$ cat config.mk
export PLATFORM = sky130hd
export DESIGN_NAME = chan_sema
export DESIGN_NICKNAME = d
export VERILOG_FILES = /design/src/rtl/chsema_pkg.sv /design/src/rtl/chsema_ctrl.sv /design/src/rtl/chsema_dp.sv /design/src/rtl/chan_sema.sv
export SDC_FILE = /design/constraint.sdc
export NUM_CORES = 1
export LEC_CHECK = 0
export BUFFER_PORTS_ARGS = -buffer_cell sky130_fd_sc_hd__buf_2
export CAP_MARGIN = 5
export CORE_MARGIN = 10
export CORE_UTILIZATION = 45
export CTS_CLUSTER_SIZE = 20
export DETAILED_ROUTE_END_ITERATION = 10
export GPL_TIMING_DRIVEN = 0
export PLACE_DENSITY = 0.78
export SETUP_SLACK_MARGIN = 0.2
export SYNTH_ARGS = -nofsm -noshare
export SYNTH_HDL_FRONTEND = slang
export SYNTH_HIERARCHICAL = 1
export SYNTH_SLANG_ARGS = --single-unit
$ cat constraint.sdc
create_clock -name clk -period 2.5 [get_ports clk]
set_input_delay 0.5 -clock clk [delete_from_list [all_inputs] [get_ports clk]]
set_output_delay 0.5 -clock clk [all_outputs]
set_load 0.005 [all_outputs]
$ cat src/rtl/chsema_pkg.sv
package chsema_pkg;
  localparam int FIELD_W = 2;

  typedef enum logic [1:0] {
    ST_REQ_POSTED = 2'd0,
    ST_RSP_QUEUED = 2'd1,
    ST_IDLE       = 2'd2,
    ST_RSP_READY  = 2'd3
  } chan_state_e;

  typedef struct packed {
    logic setWr;
    logic clrWr;
    logic statRd;
  } strobe_t;
endpackage

$ cat src/rtl/chsema_ctrl.sv
module chsema_ctrl
  import chsema_pkg::*;
#(
  parameter int ADDR_W = 4
) (
  input  logic [ADDR_W-1:0] regAddr,
  input  logic              regWe,
  output strobe_t           stb
);
  localparam logic [ADDR_W-1:0] OFF_STAT = ADDR_W'(0);
  localparam logic [ADDR_W-1:0] OFF_SET  = ADDR_W'(4);
  localparam logic [ADDR_W-1:0] OFF_CLR  = ADDR_W'(8);

  always_comb begin
    stb.setWr  = regWe && (regAddr == OFF_SET);
    stb.clrWr  = regWe && (regAddr == OFF_CLR);
    stb.statRd = (regAddr == OFF_STAT);
  end
endmodule

$ cat src/rtl/chsema_dp.sv
module chsema_dp
  import chsema_pkg::*;
#(
  parameter int CHANS = 16
) (
  input  logic                      clk,
  input  logic                      rstN,
  input  strobe_t                   stb,
  input  logic [CHANS*FIELD_W-1:0]  regWdata,
  output logic [CHANS*FIELD_W-1:0]  statWord,
  output logic [CHANS*FIELD_W-1:0]  rdData,
  output logic                      slaveNotify,
  output logic                      masterNotify
);
  localparam int WORD_W = CHANS * FIELD_W;
  localparam logic [WORD_W-1:0] RST_WORD = {CHANS{ST_IDLE}};

  logic [WORD_W-1:0] statQ;
  logic [WORD_W-1:0] statNext;
  logic [CHANS-1:0]  enterReq;
  logic [CHANS-1:0]  enterRdy;
  logic              slvQ;
  logic              mstQ;

  always_comb begin
    statNext = statQ;
    if (stb.setWr) statNext = statNext | regWdata;
    if (stb.clrWr) statNext = statNext & ~regWdata;
  end

  for (genvar ch = 0; ch < CHANS; ch++) begin : g_chan
    logic [FIELD_W-1:0] curF;
    logic [FIELD_W-1:0] nxtF;
    assign curF = statQ[ch*FIELD_W +: FIELD_W];
    assign nxtF = statNext[ch*FIELD_W +: FIELD_W];
    assign enterReq[ch] = (nxtF == ST_REQ_POSTED) && (curF != ST_REQ_POSTED);
    assign enterRdy[ch] = (nxtF == ST_RSP_READY) && (curF != ST_RSP_READY);
  end

  always_ff @(posedge clk) begin
    if (!rstN) begin
      statQ <= RST_WORD;
      slvQ  <= 1'b0;
      mstQ  <= 1'b0;
    end else begin
      statQ <= statNext;
      slvQ  <= |enterReq;
      mstQ  <= |enterRdy;
    end
  end

  assign statWord     = statQ;
  assign rdData       = stb.statRd ? statQ : '0;
  assign slaveNotify  = slvQ;
  assign masterNotify = mstQ;
endmodule

$ cat src/rtl/chan_sema.sv
module chan_sema
  import chsema_pkg::*;
#(
  parameter int CHANS  = 16,
  parameter int ADDR_W = 4
) (
  input  logic                     clk,
  input  logic                     rstN,
  input  logic [ADDR_W-1:0]        regAddr,
  input  logic                     regWe,
  input  logic [CHANS*FIELD_W-1:0] regWdata,
  output logic [CHANS*FIELD_W-1:0] regRdata,
  output logic                     slaveNotify,
  output logic                     masterNotify
);
  strobe_t stb;
  logic [CHANS*FIELD_W-1:0] statWord;

  chsema_ctrl #(.ADDR_W(ADDR_W)) u_ctrl (
    .regAddr (regAddr),
    .regWe   (regWe),
    .stb     (stb)
  );

  chsema_dp #(.CHANS(CHANS)) u_dp (
    .clk          (clk),
    .rstN         (rstN),
    .stb          (stb),
    .regWdata     (regWdata),
    .statWord     (statWord),
    .rdData       (regRdata),
    .slaveNotify  (slaveNotify),
    .masterNotify (masterNotify)
  );
endmodule

==> qor.yml <==
timing:
  max-slew-margin-rel_pct: 57.9
  fmax_ghz: 0.452
  slew_violations: 0
  timing.final.setup_violations: 0
  finalCritPeriodShare_pct: 88.5
  worst_clock_skew_ns: 0.0101
  hold_viol: 0
  final_critical_path_setup_slack_ns: 0.287
  final_period_minus_worst_setup_slack_ns: 2.21
  setup-tns-final_ns: 0
  fin_worst_hold_slack_ns: 0.473
  rsz0062_at_grt: "false"
  worst-slew-pin-transition_ns: 0.631
critical_path:
  timing.critical_path.mode_cell: "buf_2"
  cp_max_fo: 10
  worst-endpoint-required_ns: 2.00
  rr_endpoint: "u_dp/masterNotify"
  r2r_cells: 4
  worstSetupEndpointType: "output pin"
  crit_arrival_ns: 1.71
  reg2reg_slack_ns: 1.01
  worst-setup-path-type: "primary input to output pin"
  timing.critical_path.cells: "buf_2, nor4_4, clkbuf_1, and2_1, buf_2"
  worst_setup_path_start_kind: "primary input"
  critPathSlowestCell: "nor4_4"
  critical-path-max-stage-delay_ns: 0.41
  regToRegStartpoint: "u_dp/statWord[21]"
finish:
  layout.core_utilization_pct: 59.1
  drive_gt1_share_pct: 22.8
  finish.net_count: 419
  layout-area-overhead-vs-synth_pct: 25.1
  antenna-diode-count: 0
floorplanning:
  start_util_pct: 47.2
  dieArea_sq_um: 8260
  die_y_um: 90.9
  io-pin-count: 73
  rows: 25
  floorplan.die.width_um: 90.9
  coreArea_sq_um: 4790
logic_synthesis:
  post-synth-top-area-cell: "dfxtp_1"
  synth_cell_types: 20
  synth_most_common_cell: "and2_1"
  synth_edf_count: 0
  synth.yosys.seq_area_share_pct: 30.1
  syn_nets: 340
  synthesis.area_per_instance_sq_um: 7.51
  postSynthRegisterBits: 34
  share_of_synthesized_flip_flops_with_an_asynchronous_set_or_reset_pct: 0
  synth.cell_area_sq_um: 2260
  synth_top_area_share_pct: 30.1
  synth_ff_type: "dfxtp_1"
  postSynthCellCount: 301
  yosys-top-cells-area: "dfxtp_1, and2_1, o2111ai_1"
  synth-warning-count: 6
  synth_common_cells: "and2_1, dfxtp_1, nand2_1"
pwr:
  power.ir.vdd_worst_mv: 0.284
  power_uw: 1230
  power.density_cell_area_nw_per_um2: 435
  static_leakage_power_uw: 0.00123
global_route:
  grtUsageMet1_pct: 20.1
  antenna_violations_before_repair: 0
  grt-busiest-layer: "met2"
  overflow: 0
  grt_max_degree: 13
  use_met2_pct: 29.0
  first_global_vias: 2377
  grt_use_total_pct: 17.0
  grt_util_met3_pct: 5.49
  grt_first_pass_wirelength_um: 11600
min_path:
  hold-path-cell-count: 3
  hold_start: "regWdata[30]"
  min-delay-path-class: "primary input to register"
  hold-path-endpoint: "u_dp/statWord[30]"
route:
  detail-route-antenna-nets: 0
  drt_first_pass_iters: 5
  detailroute.via_count: 2494
  vias_per_cell: 5.57
  wl_um: 7430
  wire_per_inst_um: 16.6
  drc_violation_count_after_routing: 0
  dr.first_iter.drc_count: 213
placed_design:
  placement.io_buffers: 72
  globalplace.congestion: 0.842
  dpl_worst_slack_ns: 0.127
  hpwlAfterDp_um: 5360
flow_run:
  maxCapViolations: 0
clocking:
  cts.sink_count: 34
  tritoncts: "done"
  cts-htree-levels: 2
  holdBufCountCts: 0
  path_clk_slew_ns: 0.07
  cts_setup_buffers: 0
  inserted_clock_buffers: 5
  ctsRootBufferMaster: "clkbuf_8"
  worstSkewPairLatency_ns: 0.30
  clock_path_buffers: 2
run_status:
  run_status: "finished clean"
-- through the flow --
step	std cells	instance area, sq um
after floorplan	301	2260
after global placement	440	2710
after detailed placement	440	2710
after CTS	448	2830
after global routing	448	2830
final	448	2830
-- logic make-up after synthesis --
kind of cell	share of synthesized area [%]
AOI/OAI and AO/OA	25.8
buffers and inverters	3.98
DFF	30.1
muxes	3.54
and+or+nand+nor	36.6
-- state kept, by name (all words and copies together) (netlist names) --
name               count
u_dp/statWord         32
u_dp/masterNotify      1
u_dp/slaveNotify       1
-- critical path, delay by kind of cell --
| kind | cells | cell delay (ns) |
|---|---|---|
| AND/OR/NAND/NOR | 2 | 0.61 |
| buffers and inverters | 3 | 0.61 |
-- worst max path at each step --
stage | end | start | cells after the start
2_1_floorplan | u_dp/masterNotify | regAddr[1] | 8
3_3_place_gp | regRdata[20] | regAddr[1] | 5
3_5_place_dp | regRdata[20] | regAddr[1] | 5
4_1_cts | regRdata[9] | regAddr[1] | 5
5_1_grt | regRdata[31] | regAddr[1] | 5
6_report | regRdata[31] | regAddr[1] | 5
-- per-layer routing --
| layer | vias to the layer above | part of all wire (%) |
|---|---|---|
| met4 | 0 | 1.7 |
| met2 | 110 | 46 |
| met1 | 1145 | 44 |
| li1 | 1226 | - |
| met5 | - | 0 |
| met3 | 13 | 8.5 |
-- layout make-up --
cell class,count,area (sq um)
plain buffers,16,76.3
clock buffers,5,68.8
clock inverters,3,45.0
fillers,458,1960
inverters,4,15.0
multi-input cells,247,1500
flip-flops and latches,34,681
well taps,67,83.8
repair buffers,72,360
-- power by group --
group | total (uW) | leakage [uW] | switching (uW) | internal (uW)
registers | 560 | 0.000275 | 9.69 | 550
clock network | 524 | 0.0000504 | 227 | 297
logic | 147 | 0.000902 | 81.1 | 66.1
total | 1230 | 0.00123 | 318 | 913
-- placed cells by master (no fill, tap or decap) --
master      Yosys  final
buf_2           0     72
and2_1         48     48
nand2_1        34     34
dfxtp_1        34     34
a21oi_1        32     32
o21ai_0        24     24
nand2b_1       24     24
o2111ai_1      22     22
nor2b_1        19     19
nor2_1         17     17
clkbuf_1       14     13
o221ai_1       10     10
mux2i_1         8      8
clkbuf_8        0      5
inv_1           4      4
clkinvlp_4      0      2
and4b_1         2      2
buf_6           2      2
o41a_1          2      2
or2_2           2      2
bufinv_16       0      1
nor4_4          0      1
clkbuf_2        0      1
nor2b_4         1      1
and2b_1         1      1
-- timing repair --
action,CTS,global route
endpoints found under the hold margin,0,0
setup endpoints to repair,24,0
resized for setup,2,0
No activity file was read; power rests on OpenSTA's default activity.
